File: src/rtl/codec_ctrl_pkg.sv
package codec_ctrl_pkg;

  localparam int unsigned REG_W     = 8;
  localparam int unsigned REG_COUNT = 6;

  // register indices; the tone positions are fixed by the host software map
  localparam int unsigned PWR_IDX  = 0;
  localparam int unsigned MODE_IDX = 1;
  localparam int unsigned TXG_IDX  = 2;
  localparam int unsigned RXG_IDX  = 3;
  localparam int unsigned TONH_IDX = 4;
  localparam int unsigned TONL_IDX = 5;

  // power register bit positions
  localparam int unsigned PWR_ON_BIT   = 0;
  localparam int unsigned PWR_SIDE_BIT = 1;
  localparam int unsigned PWR_DEEP_BIT = 7;

  // power value forced by the strap-selected default mode
  localparam logic [REG_W-1:0] FIXED_PWR_VAL = 8'h03;

  typedef logic [REG_COUNT-1:0][REG_W-1:0] reg_bank_t;

  // clamp the low volume nibble to the deepest valid step
  function automatic logic [REG_W-1:0] clamp_vol(input logic [REG_W-1:0] d,
                                                 input logic [3:0] max_code);
    logic [REG_W-1:0] r;
    r = d;
    if (d[3:0] > max_code) r[3:0] = max_code;
    return r;
  endfunction

endpackage

File: src/rtl/codec_boot_ctl.sv
module codec_boot_ctl (
  input  logic clk,
  input  logic rst_n,
  input  logic strap_i,
  output logic boot_load_o,
  output logic fixed_o
);

  logic boot_done_q, boot_done_d;
  logic fixed_q, fixed_d;

  always_comb begin
    boot_done_d = boot_done_q;
    fixed_d     = fixed_q;
    if (!boot_done_q) begin
      boot_done_d = 1'b1;
      fixed_d     = strap_i;
    end
  end

  always_ff @(posedge clk or negedge rst_n) begin
    if (!rst_n) begin
      boot_done_q <= 1'b0;
      fixed_q     <= 1'b0;
    end else begin
      boot_done_q <= boot_done_d;
      fixed_q     <= fixed_d;
    end
  end

  assign boot_load_o = !boot_done_q;
  assign fixed_o     = fixed_q;

  // the strap is sampled once; the mode then holds until reset
  p_strap_latched_r2: assert property (@(posedge clk) disable iff (!rst_n)
    boot_done_q |=> (boot_done_q && $stable(fixed_q)));

endmodule

File: src/rtl/codec_reg_file.sv
module codec_reg_file
  import codec_ctrl_pkg::*;
#(
  parameter int unsigned ADDR_W    = 3,
  parameter int unsigned VOL_STEPS = 10
) (
  input  logic              clk,
  input  logic              rst_n,
  input  logic              boot_load_i,
  input  logic              strap_i,
  input  logic              fixed_i,
  input  logic              wr_en_i,
  input  logic [ADDR_W-1:0] addr_i,
  input  logic [REG_W-1:0]  wdata_i,
  output reg_bank_t         regs_o
);

  localparam logic [3:0] VOL_MAX = 4'(VOL_STEPS - 1);

  reg_bank_t regs_q, regs_d;
  logic      wr_ok;

  assign wr_ok = wr_en_i && !boot_load_i && !fixed_i;

  always_comb begin
    regs_d = regs_q;
    if (boot_load_i && strap_i) regs_d[PWR_IDX] = FIXED_PWR_VAL;
    for (int i = 0; i < REG_COUNT; i++) begin
      if (wr_ok && addr_i == ADDR_W'(i)) begin
        if (i == RXG_IDX) regs_d[i] = clamp_vol(wdata_i, VOL_MAX);
        else              regs_d[i] = wdata_i;
      end
    end
  end

  always_ff @(posedge clk or negedge rst_n) begin
    if (!rst_n) regs_q <= '0;
    else        regs_q <= regs_d;
  end

  assign regs_o = regs_q;

  // default mode freezes the whole bank
  p_fixed_hold_r3: assert property (@(posedge clk) disable iff (!rst_n)
    fixed_i |=> $stable(regs_q));

  // the stored volume code never exceeds the deepest step
  p_vol_sat_r7: assert property (@(posedge clk) disable iff (!rst_n)
    regs_q[RXG_IDX][3:0] <= VOL_MAX);

  // an accepted tone write lands on the next edge
  p_write_lands_r5: assert property (@(posedge clk) disable iff (!rst_n)
    (wr_en_i && !boot_load_i && !fixed_i && addr_i == ADDR_W'(TONH_IDX))
      |=> regs_q[TONH_IDX] == $past(wdata_i));

  // the power register moves only on a write to it or at boot
  p_power_hold_r4: assert property (@(posedge clk) disable iff (!rst_n)
    (!boot_load_i && !(wr_en_i && addr_i == ADDR_W'(PWR_IDX)))
      |=> $stable(regs_q[PWR_IDX]));

endmodule

File: src/rtl/codec_field_decode.sv
module codec_field_decode
  import codec_ctrl_pkg::*;
(
  input  logic      clk,
  input  logic      rst_n,
  input  reg_bank_t regs_i,
  output logic      pwr_active_o,
  output logic      deep_pd_o,
  output logic      sidetone_en_o,
  output logic      linear_o,
  output logic      alaw_o,
  output logic      rx_hpf_en_o,
  output logic      mic_sel_o,
  output logic      mic_boost_o,
  output logic [3:0] tx_atten_o,
  output logic [2:0] side_atten_o,
  output logic [3:0] rx_vol_o,
  output logic      rx_gain_low_o,
  output logic [REG_W-1:0] tone_hi_o,
  output logic [REG_W-1:0] tone_lo_o
);

  logic [REG_W-1:0] pwr;
  assign pwr = regs_i[PWR_IDX];

  always_comb begin
    pwr_active_o  = pwr[PWR_ON_BIT];
    deep_pd_o     = pwr[PWR_DEEP_BIT] && !pwr[PWR_ON_BIT];
    sidetone_en_o = pwr[PWR_SIDE_BIT] && pwr[PWR_ON_BIT];
    linear_o      = regs_i[MODE_IDX][0];
    alaw_o        = regs_i[MODE_IDX][1];
    rx_hpf_en_o   = regs_i[MODE_IDX][2];
    mic_sel_o     = regs_i[MODE_IDX][3];
    mic_boost_o   = regs_i[MODE_IDX][4];
    tx_atten_o    = regs_i[TXG_IDX][3:0];
    side_atten_o  = regs_i[TXG_IDX][6:4];
    rx_vol_o      = regs_i[RXG_IDX][3:0];
    rx_gain_low_o = regs_i[RXG_IDX][4];
    tone_hi_o     = regs_i[TONH_IDX];
    tone_lo_o     = regs_i[TONL_IDX];
  end

  // sidetone and deep power-down never coexist with the wrong power state
  p_side_needs_pwr_r8: assert property (@(posedge clk) disable iff (!rst_n)
    sidetone_en_o |-> pwr_active_o);
  p_deep_excl_r8: assert property (@(posedge clk) disable iff (!rst_n)
    !(deep_pd_o && pwr_active_o));

endmodule

File: src/rtl/codec_ctrl_regs.sv
module codec_ctrl_regs
  import codec_ctrl_pkg::*;
#(
  parameter int unsigned VOL_STEPS = 10
) (
  input  logic       clk,
  input  logic       rst_n,
  input  logic       strap_default_i,
  input  logic       wr_en_i,
  input  logic [2:0] addr_i,
  input  logic [7:0] wdata_i,
  output logic [7:0] rdata_o,
  output logic       fixed_mode_o,
  output logic       pwr_active_o,
  output logic       deep_pd_o,
  output logic       sidetone_en_o,
  output logic       linear_o,
  output logic       alaw_o,
  output logic       rx_hpf_en_o,
  output logic       mic_sel_o,
  output logic       mic_boost_o,
  output logic [3:0] tx_atten_o,
  output logic [2:0] side_atten_o,
  output logic [3:0] rx_vol_o,
  output logic       rx_gain_low_o,
  output logic [7:0] tone_hi_o,
  output logic [7:0] tone_lo_o
);

  localparam int unsigned ADDR_W = $clog2(REG_COUNT);

  logic      boot_load, fixed;
  reg_bank_t regs;

  codec_boot_ctl u_boot (
    .clk         (clk),
    .rst_n       (rst_n),
    .strap_i     (strap_default_i),
    .boot_load_o (boot_load),
    .fixed_o     (fixed)
  );

  codec_reg_file #(.ADDR_W(ADDR_W), .VOL_STEPS(VOL_STEPS)) u_regs (
    .clk         (clk),
    .rst_n       (rst_n),
    .boot_load_i (boot_load),
    .strap_i     (strap_default_i),
    .fixed_i     (fixed),
    .wr_en_i     (wr_en_i),
    .addr_i      (addr_i),
    .wdata_i     (wdata_i),
    .regs_o      (regs)
  );

  codec_field_decode u_dec (
    .clk           (clk),
    .rst_n         (rst_n),
    .regs_i        (regs),
    .pwr_active_o  (pwr_active_o),
    .deep_pd_o     (deep_pd_o),
    .sidetone_en_o (sidetone_en_o),
    .linear_o      (linear_o),
    .alaw_o        (alaw_o),
    .rx_hpf_en_o   (rx_hpf_en_o),
    .mic_sel_o     (mic_sel_o),
    .mic_boost_o   (mic_boost_o),
    .tx_atten_o    (tx_atten_o),
    .side_atten_o  (side_atten_o),
    .rx_vol_o      (rx_vol_o),
    .rx_gain_low_o (rx_gain_low_o),
    .tone_hi_o     (tone_hi_o),
    .tone_lo_o     (tone_lo_o)
  );

  always_comb begin
    rdata_o = '0;
    for (int i = 0; i < REG_COUNT; i++) begin
      if (addr_i == ADDR_W'(i)) rdata_o = regs[i];
    end
  end

  assign fixed_mode_o = fixed;

  // reserved addresses read zero
  p_rsvd_read_zero_r6: assert property (@(posedge clk) disable iff (!rst_n)
    (addr_i >= ADDR_W'(REG_COUNT)) |-> rdata_o == '0);

  // default mode always shows a powered-up codec
  p_fixed_powered_r2: assert property (@(posedge clk) disable iff (!rst_n)
    fixed_mode_o |-> pwr_active_o);

endmodule

File: config.mk
export PLATFORM = sky130hd
export DESIGN_NAME = codec_ctrl_regs
export DESIGN_NICKNAME = d
export VERILOG_FILES = /design/src/rtl/codec_ctrl_pkg.sv /design/src/rtl/codec_boot_ctl.sv /design/src/rtl/codec_reg_file.sv /design/src/rtl/codec_field_decode.sv /design/src/rtl/codec_ctrl_regs.sv
export SDC_FILE = /design/constraint.sdc
export NUM_CORES = 1
export LEC_CHECK = 0
export BUFFER_PORTS_ARGS = -buffer_cell sky130_fd_sc_hd__buf_2
export CORE_MARGIN = 3
export CORE_UTILIZATION = 54
export CTS_CLUSTER_SIZE = 28
export DETAILED_ROUTE_END_ITERATION = 6
export PLACE_DENSITY = 0.8
export SLEW_MARGIN = 20
export SYNTH_ARGS = -nofsm -noshare
export SYNTH_HDL_FRONTEND = slang
export SYNTH_SLANG_ARGS = --single-unit
export TNS_END_PERCENT = 10
File: constraint.sdc
create_clock -name clk -period 2.3 [get_ports clk]
set_clock_uncertainty 0.15 [all_clocks]
set_input_delay 0 -clock clk [delete_from_list [all_inputs] [get_ports clk]]
set_output_delay 0 -clock clk [all_outputs]
set_load 0.1 [all_outputs]
==> results of run 1 <==
layout make-up:
cell class	count	area [sq um]
fill	367	1510
sequential	50	1250
multi-input combinational	116	1160
timing repair buffer	72	428
tap	65	81.3
clock buffer	6	72.6
clock inverter	2	37.5
inverter	6	22.5
how the worst max path moves through the flow:
| stage | slack (ns) | cells past startpoint | end |
|---|---|---|---|
| global route | 0.34 | 4 | rdata_o[6] |
| finish | 0.43 | 3 | u_regs.regs_o[29] |
| detailed placement | 0.45 | 3 | u_regs.regs_o[29] |
| CTS | 0.43 | 4 | rdata_o[6] |
| floorplan | -0.71 | 5 | rdata_o[5] |
| global placement | 0.51 | 3 | u_regs.regs_o[43] |
worst max-delay path, stage by stage, from the launching register on:
cell and delay (ns):
dfrtp_1 0.42, and4bb_4 0.38, and3_1 0.41, mux2_2 0.39
through the flow:
step	std cells	worst slack, ns
finish	317	0.428
detailed placement	300	0.450
CTS	317	0.431
global route	317	0.342
floorplan	208	-0.714
global placement	300	0.511
sequential cells by signal, summed over array words and instances, names as in the netlist:
signal,flops
u_regs.regs_o,48
u_boot.boot_done_q,1
u_boot.fixed_o,1
cell families (layout without fill, tap and decap cells):
family / Yosys count / in the layout
muxes: 72 / 72
DFF: 50 / 50
buffers and inverters: 42 / 86
and+or+nand+nor: 26 / 26
AOI/OAI and AO/OA: 17 / 17
other: 1 / 1
Yosys cell counts (all sizes together):
cell type and n:
nand2b 4, clkbuf 2, nor2 3, o21a 8
or3 1, and2 1, nor3b 1, o21ai 1
nor2b 2, mux2i 30, dfrtp 50, mux2 42
a221oi 8, nand2 9, and4bb 1, and3 1
inv 6, conb 1, buf 34, nand4b 1
nand3b 2
power by group through the flow:
stage | combinational [mW] | clock [mW] | sequential (mW)
4_1_cts | 1.70 | 0.634 | 1.17
6_report | 1.69 | 0.615 | 1.17
5_1_grt | 1.74 | 0.673 | 1.19
3_3_place_gp | 1.67 | 0 | 1.18
2_1_floorplan | 1.43 | 0 | 1.34
3_5_place_dp | 1.69 | 0 | 1.18
repair_timing:
item                      in CTS  in global routing
hold endpoints to repair      98                  0
hold buffers                   9                  0
resized for setup              0                  0
routing by layer:
metal | vias up | GRT usage (%) | routed length, um
met5 | - | 0 | 0
met4 | 0 | 3.26 | 32
met3 | 4 | 4.73 | 260
met2 | 44 | 34.2 | 2820
met1 | 854 | 28.4 | 2600
li1 | 789 | - | -
==> metrics.txt, run 1 <==
Pre-Repair DR Iteration Count=4; setup bufs post-CTS=0; Die X=roughly 76 um; complex-gate fraction of the synthesized area=under 10%; clock net sink count=50; routed wire length=5710 um; RSZ-0062 raised after global routing=no; Required @ worst endpoint=2.34 ns; #FFs+latches synth=50; H-tree depth=2; Routed Antenna Nets=0; Post-Syn Instances=208; outcome=complete, no violations; Max FO, Critical Path=8; Power, Total=between 3 and 4 mW; Clock Latency Late Sink=between 0.3 and 0.4 ns; hold path depth=3; Sw Ratio=between 50% and 60%; combinational power share=between 40% and 50%; Slew HR=about 37%; Slew Viols, Final=0; post-route cell area=slightly above 3000 sq um; CP Launch Point=u_boot.fixed_o; Final Hold Viols=0; initial antenna violation count=0; Post-Synth Simple-Gate Area=6.95%; hold_ws=between 0.03 and 0.04 ns; post-synthesis adder-cell area fraction=0%; R2R setup slack=around 0.43 ns; FMAX=534 MHz; WL/cell=18.0 um; syn_nets=approximately 220; clock share of power=17.7%; highest-count cells in the layout ignoring fill and taps=59 x buf_2, 50 x dfrtp_1, 34 x mux2_2; largest family of logic cells by synthesized area=multiplexers; layout cells sized above 1=between 40 and 50%; TritonCTS Buffers=5; max_cap viols=0; commonest non-fill, non-tap cell in the layout=buf_2; die area=~5800 sq um; Residual DRC=0; pin count of the biggest net entering global routing=27; first-pass GRT wire length=roughly 9500 um; WHS Endpoint=u_boot.fixed_o; Worst Hold Class=input pin to flip-flop; CTS tree=yes; total track usage=roughly a fifth; Worst EP arrival=approximately 1.9 ns; RR Startpoint=u_boot.fixed_o; Final period util=between 80% and 90%; final setup violation count=0; reg2reg path depth=3; DP HPWL=between 4000 and 5000 um; Seq/Total Area, Yosys=about 47%; core region area=roughly 4600 sq um; TNS Setup=0 ns; P_sw=1.77 mW; CTS max path bufs=2; GRT overflow=0; share of the synthesized area in the top cell type=47.0%; # port buffers=59; n_diodes=0; drt first-iter violations=86; synth unique cells=25; Via-to-Cell Ratio=between 5 and 6; Std-Cell Rows=24; reg2reg end=u_regs.regs_o[29]; dominant cells by area after synthesis=dfrtp_1 47%, mux2_2 14%, mux2i_1 11%; Placer Congestion=about 0.74; vias after detailed routing=around 1,700; cell taking the most area after synthesis=dfrtp_1; Post-Synth XOR/XNOR Area=0%; clk root buf=clkbuf_8; Startpoint Class=flip-flop; Post-layout nets=~270; final worst path period need=1.87 ns; Ports=60; Worst-Margin Slew=0.944 ns; Clock transition at path regs=~0.09 ns; CP endpoint kind=flip-flop; Initial Utilization=between 50% and 60%; internal power=around 1.7 mW; mux cell area share after synthesis=between 30% and 40%; Peak VDD IR=0.609 mV; Seq pwr share=around a third; Yosys warning count=0; Worst Setup Path Type=flip-flop to flip-flop; Avg Inst Size Synth=12.8 sq um; DP Area=2850 sq um; min-delay src=strap_default_i; Area Overhead vs Synth=14.6%; final core occ=66.9%; PwrDens=1140 nW/um^2; Cell Area, Synth=~2700 sq um; Die Y=~76 um; leakage=around 1.6 nW; via count of the first global-routing pass=about 1,700
(Power assumes the default switching activity.)
==> run 2, diff against run 1 <==
CORE_UTILIZATION = 49   (was 54)
PLACE_DENSITY = 0.76   (was 0.8)
clock period = 1.6 ns   (was 2.3 ns; I/O delays follow)
==> run 2 against run 1 <==
  * Fmax grew 7.8%
  * Register-to-register slack worse by 0.56 ns
  * Power is 48% higher
  * Flip-flop and latch count stayed put
  * Cell count is 7.6% higher
  * The run now ends with negative setup slack left
  * Core utilization rose by 2.0 points
  * Die area is 9.4% higher
  * Via count grew 6.1%
  * Worst setup slack lost 0.56 ns
  * Global-route usage increased by 1.0 points
  * Highest routed layer unchanged
  * Critical path depth stayed put
==> metrics.txt, run 2 (same netlist as run 1, synthesis figures left out) <==
outcome=complete, but fails checks; violated checks=negative setup slack; Die Y=roughly 80 um; Non-Filler Instances=about 340; Slew HR=27.3%; Slew Viols, Final=0; Max FO, Critical Path=8; Worst EP arrival=approximately 1.8 ns; Worst-Margin Slew=1.09 ns; vias after detailed routing=1,794; Via-to-Cell Ratio=approximately 5.3; layout cells sized above 1=approximately three fifths; via count of the first global-routing pass=1,792; TritonCTS Buffers=5; initial antenna violation count=0; Worst Setup Path Type=flip-flop to flip-flop; clock share of power=between 10 and 15%; GRT overflow=0; internal power=approximately 2.5 mW; Final period util=109%; Routed Antenna Nets=0; routed wire length=between 6000 and 7000 um; Largest register FFs=48; commonest non-fill, non-tap cell in the layout=buf_2; Sw Ratio=51.7%; drt first-iter violations=between 80 and 90; Final Hold Viols=0; Initial Utilization=51.5%; highest-count cells in the layout ignoring fill and taps=51 x buf_2, 42 x dfrtp_1, 26 x mux2_2; Clock Latency Late Sink=0.30 ns; Std-Cell Rows=26; Required @ worst endpoint=roughly 1.7 ns; FMAX=576 MHz; final worst slack=-0.136 ns; Ports=60; clk root buf=clkbuf_8; max_cap viols=0; Power, Total=roughly 5.2 mW; Placer Congestion=around 0.77; Area Overhead vs Synth=33.6%; combinational power share=between 50% and 60%; reg2reg path depth=3; DP Area=3350 sq um; number of filler cells placed in the layout=roughly 380; CTS tree=yes; hold_ws=around 0.13 ns; post-route cell area=about 3600 sq um; RSZ-0062 raised after global routing=yes; first-pass GRT wire length=~10,000 um; Pre-Repair DR Iteration Count=4; Residual DRC=0; Seq pwr share=about a third; final worst path period need=about 1.7 ns; PwrDens=1450 nW/um^2; CTS max path bufs=2; placed cells=between 300 and 400; Post-layout nets=between 200 and 300; total track usage=between 20% and 30%; Clock transition at path regs=~0.1 ns; Die X=around 80 um; # port buffers=slightly below 60; CP endpoint kind=flip-flop; TNS Setup=-3.24 ns; setup bufs post-CTS=0; clock net sink count=50; Peak VDD IR=a little under 0.9 mV; core region area=~5200 sq um; final setup violation count=40; final core occ=about 69%; Worst Hold Class=input pin to asynchronous set/reset pin; Startpoint Class=flip-flop; WL/cell=about 19 um; DP HPWL=4680 um; die area=~6400 sq um; n_diodes=0; P_sw=~2.7 mW; leakage=approximately 1.8 nW; H-tree depth=2; pin count of the biggest net entering global routing=31; worst slack, placed=-0.162 ns
-- run 2: cell types whose count changed in the layout (fill, tap and decap cells not counted), moves of 8 or more --
cell and delta:
dfrtp_1 -8, mux2_4 +8, dfrtp_4 +8, mux2_2 -8
a221oi_4 +8, buf_12 +11, buf_2 -8, buf_4 +11
-- run 2: path summary, 6_finish.rpt --
check / from / endpoint / slack (ns)
hold reg to reg: u_regs.regs_o[13] / u_regs.regs_o[13] / 0.36
setup reg to reg: u_boot.fixed_o / u_regs.regs_o[27] / -0.14
max in group asynchronous: rst_n / u_regs.regs_o[47] / 0.60
setup / recovery: u_boot.fixed_o / u_regs.regs_o[27] / -0.14
hold / removal: rst_n / u_regs.regs_o[25] / 0.13
min in group clk: addr_i[0] / u_regs.regs_o[13] / 0.14
-- run 2: timing repair --
item | 4_1_cts | 5_1_grt
endpoints found under the setup margin | 42 | 54
resized for setup | 5 | 1
hold buffers | 10 | 0
pin swaps | 1 | 0
hold endpoints to repair | 75 | 0
-- run 2: cell type report --
class                      count  area (sq um)  share of cell area [%]
clock buffer                   6          72.6                    2.04
clock inverter                 2          13.8                   0.387
inverter                       6          22.5                   0.633
multi-input combinational    116          1340                    37.5
sequential                    50          1280                    36.0
tap                           70          87.6                    2.46
timing repair buffer          91           746                    20.9
-- run 2: layer usage --
layer	routed length, um	vias up	track usage, %
li1	-	827	-
met1	2830	911	30.0
met2	3190	49	35.6
met3	287	7	3.61
met4	75	0	5.91
met5	0	-	0
-- run 2: power by group through the flow --
stage	clock (mW)	combinational [mW]	sequential (mW)
global route	0.824	2.78	1.75
finish	0.750	2.69	1.71
detailed placement	0	2.69	1.74
floorplan	0	2.17	1.96
global placement	0	2.66	1.73
CTS	0.749	2.71	1.71
-- run 2: worst max-delay path, stage by stage (launching register included) --
cell and delay, ns:
dfrtp_4 0.49, and4bb_4 0.35, and3_4 0.31, mux2_4 0.32
==> run 3, diff against run 2 <==
--- a/config.mk
+++ b/config.mk
@@ -7,2 +7,3 @@
 export LEC_CHECK = 0
+export ABC_AREA = 0
 export BUFFER_PORTS_ARGS = -buffer_cell sky130_fd_sc_hd__buf_2
@@ -13,3 +14,3 @@
 export PLACE_DENSITY = 0.76
-export SLEW_MARGIN = 20
+export SLEW_MARGIN = 15
 export SYNTH_ARGS = -nofsm -noshare
==> constraint.sdc (replaced) <==
create_clock -name clk -period 1.6 [get_ports clk]
set_clock_uncertainty 0.15 [all_clocks]
set_input_delay 0.32 -clock clk [delete_from_list [all_inputs] [get_ports clk]]
set_output_delay 0.32 -clock clk [all_outputs]
set_load 0.1 [all_outputs]
==> run 3 against run 2 <==
  * The flow still finishes with violations (negative setup slack)
  * Cell area increased by 18%
  * Hold slack better by 0.026 ns
  * Critical endpoint is now rdata_o[2]
  * Clock power decreased by 3.6%
  * Via count up 8.0%
  * Critical path depth grew 1
  * Sequential share of layout area fell by 5.5 points
  * Combinational power rose by 31%
  * Routed wire length is 15% higher
  * Die area did not move
  * Power is 15% higher
  * Flip-flop and latch count did not move
  * Worst setup slack got worse by 0.17 ns
==> metrics.txt, run 3 (same netlist as run 1, synthesis figures left out) <==
Placer Congestion=0.756; n_diodes=0; Clock transition at path regs=around 0.09 ns; Initial Utilization=between 50% and 60%; via count of the first global-routing pass=~2,100; Worst Hold Class=input pin to flip-flop; drt first-iter violations=between 60 and 70; Ports=60; FMAX=approximately 520 MHz; core region area=slightly above 5000 sq um; violated checks=negative setup slack; Die X=79.7 um; clk root buf=clkbuf_8; die area=between 6000 and 7000 sq um; CTS tree=yes; clock net sink count=50; Final Hold Viols=0; initial antenna violation count=0; routed wire length=7320 um; vias after detailed routing=between 1,500 and 2,000; leakage=between 2 and 2.5 nW; Worst-Margin Slew=0.628 ns; layout cells sized above 1=65.4%; Final period util=119%; # port buffers=59; worst slack, placed=-0.591 ns; CP endpoint kind=output pin; max_cap viols=0; Die Y=roughly 80 um; Area Overhead vs Synth=57.8%; Post-layout nets=about 300; final worst slack=-0.307 ns; Max FO, Critical Path=2; hold_ws=~0.15 ns; Largest register FFs=48; Via-to-Cell Ratio=approximately 5.4; final worst path period need=between 1.5 and 2 ns; Routed Antenna Nets=0; PwrDens=1420 nW/um^2; WL/cell=just over 20 um; pin count of the biggest net entering global routing=51; GRT overflow=0; Std-Cell Rows=26; Residual DRC=0; TritonCTS Buffers=5; final core occ=between 80% and 90%; DP HPWL=between 4000 and 5000 um; H-tree depth=2; first-pass GRT wire length=between 10,000 and 15,000 um; highest-count cells in the layout ignoring fill and taps=41 x dfrtp_1, 39 x buf_12, 37 x buf_4; total track usage=a little under a quarter; Worst Setup Path Type=flip-flop to output pin; Startpoint Class=flip-flop; Slew HR=approximately 58%; RSZ-0062 raised after global routing=yes; Clock Latency Late Sink=about 0.3 ns; commonest non-fill, non-tap cell in the layout=dfrtp_1; Slew Viols, Final=0; Worst EP arrival=roughly 1.4 ns; Required @ worst endpoint=roughly 1.1 ns; Pre-Repair DR Iteration Count=4; outcome=complete, but fails checks; Peak VDD IR=between 0.9 and 1 mV; final setup violation count=36; CTS max path bufs=2
-- run 3: critical path: stages, from the launching register on --
cell and delay (ns):
dfrtp_1 0.39, mux2i_1 0.10, o21a_1 0.21, a221oi_4 0.22
buf_12 0.21
-- run 3: final timing paths --
path / endpoint / depth (start not counted) / from / slack [ns]
min in group asynchronous: u_regs.regs_o[16] / 3 / rst_n / 0.38
hold / removal: u_regs.regs_o[7] / 3 / wdata_i[7] / 0.15
hold reg to reg: u_regs.regs_o[23] / 1 / u_regs.regs_o[23] / 0.36
max in group asynchronous: u_regs.regs_o[12] / 3 / rst_n / 0.67
setup / recovery: rdata_o[2] / 4 / u_regs.regs_o[34] / -0.31
setup reg to reg: u_regs.regs_o[28] / 4 / u_boot.fixed_o / -0.12
-- run 3: layout make-up --
class                   instances  area [sq um]
repair buffers                109          1350
multi-input cells             116          1380
clock buffers                   8          80.1
well taps                      70          87.6
fillers                       256           970
inverters                       6          22.5
flip-flops and latches         50          1280
-- run 3: power by group --
group	switching [mW]	internal (mW)	total, mW
Combinational	2.21	1.32	3.53
Sequential	0.176	1.52	1.70
Clock	0.411	0.312	0.723
-- run 3: routing by layer --
| metal | track usage, % | share of wire (%) | up-vias | routed length (um) |
|---|---|---|---|---|
| li1 | - | - | 869 | - |
| met1 | 29.4 | 40 | 970 | 2960 |
| met2 | 39.1 | 50 | 71 | 3670 |
| met3 | 5.76 | 5.3 | 27 | 387 |
| met4 | 10.6 | 4.1 | 0 | 299 |
| met5 | 0 | 0 | - | 0 |
-- run 3: what timing repair did --
action	4_1_cts	5_1_grt
hold endpoints to repair	50	0
endpoints found under the setup margin	50	53
hold buffers	1	0
gates resized for setup	35	24
setup buffers	3	5
pin swaps	4	1
gates cloned	1	0
-- run 3: metrics by stage --
| stage | power, mW | instance area [sq um] | setup TNS, ns | instances |
|---|---|---|---|---|
| after floorplan | 4.11 | 2880 | -16.05 | 208 |
| after global placement | 4.95 | 3820 | -14.31 | 341 |
| after detailed placement | 5.00 | 3820 | -15.64 | 341 |
| after CTS | 5.83 | 4080 | -3.88 | 354 |
| after global routing | 6.15 | 4200 | -5.78 | 359 |
| final | 5.95 | 4200 | -4.02 | 359 |
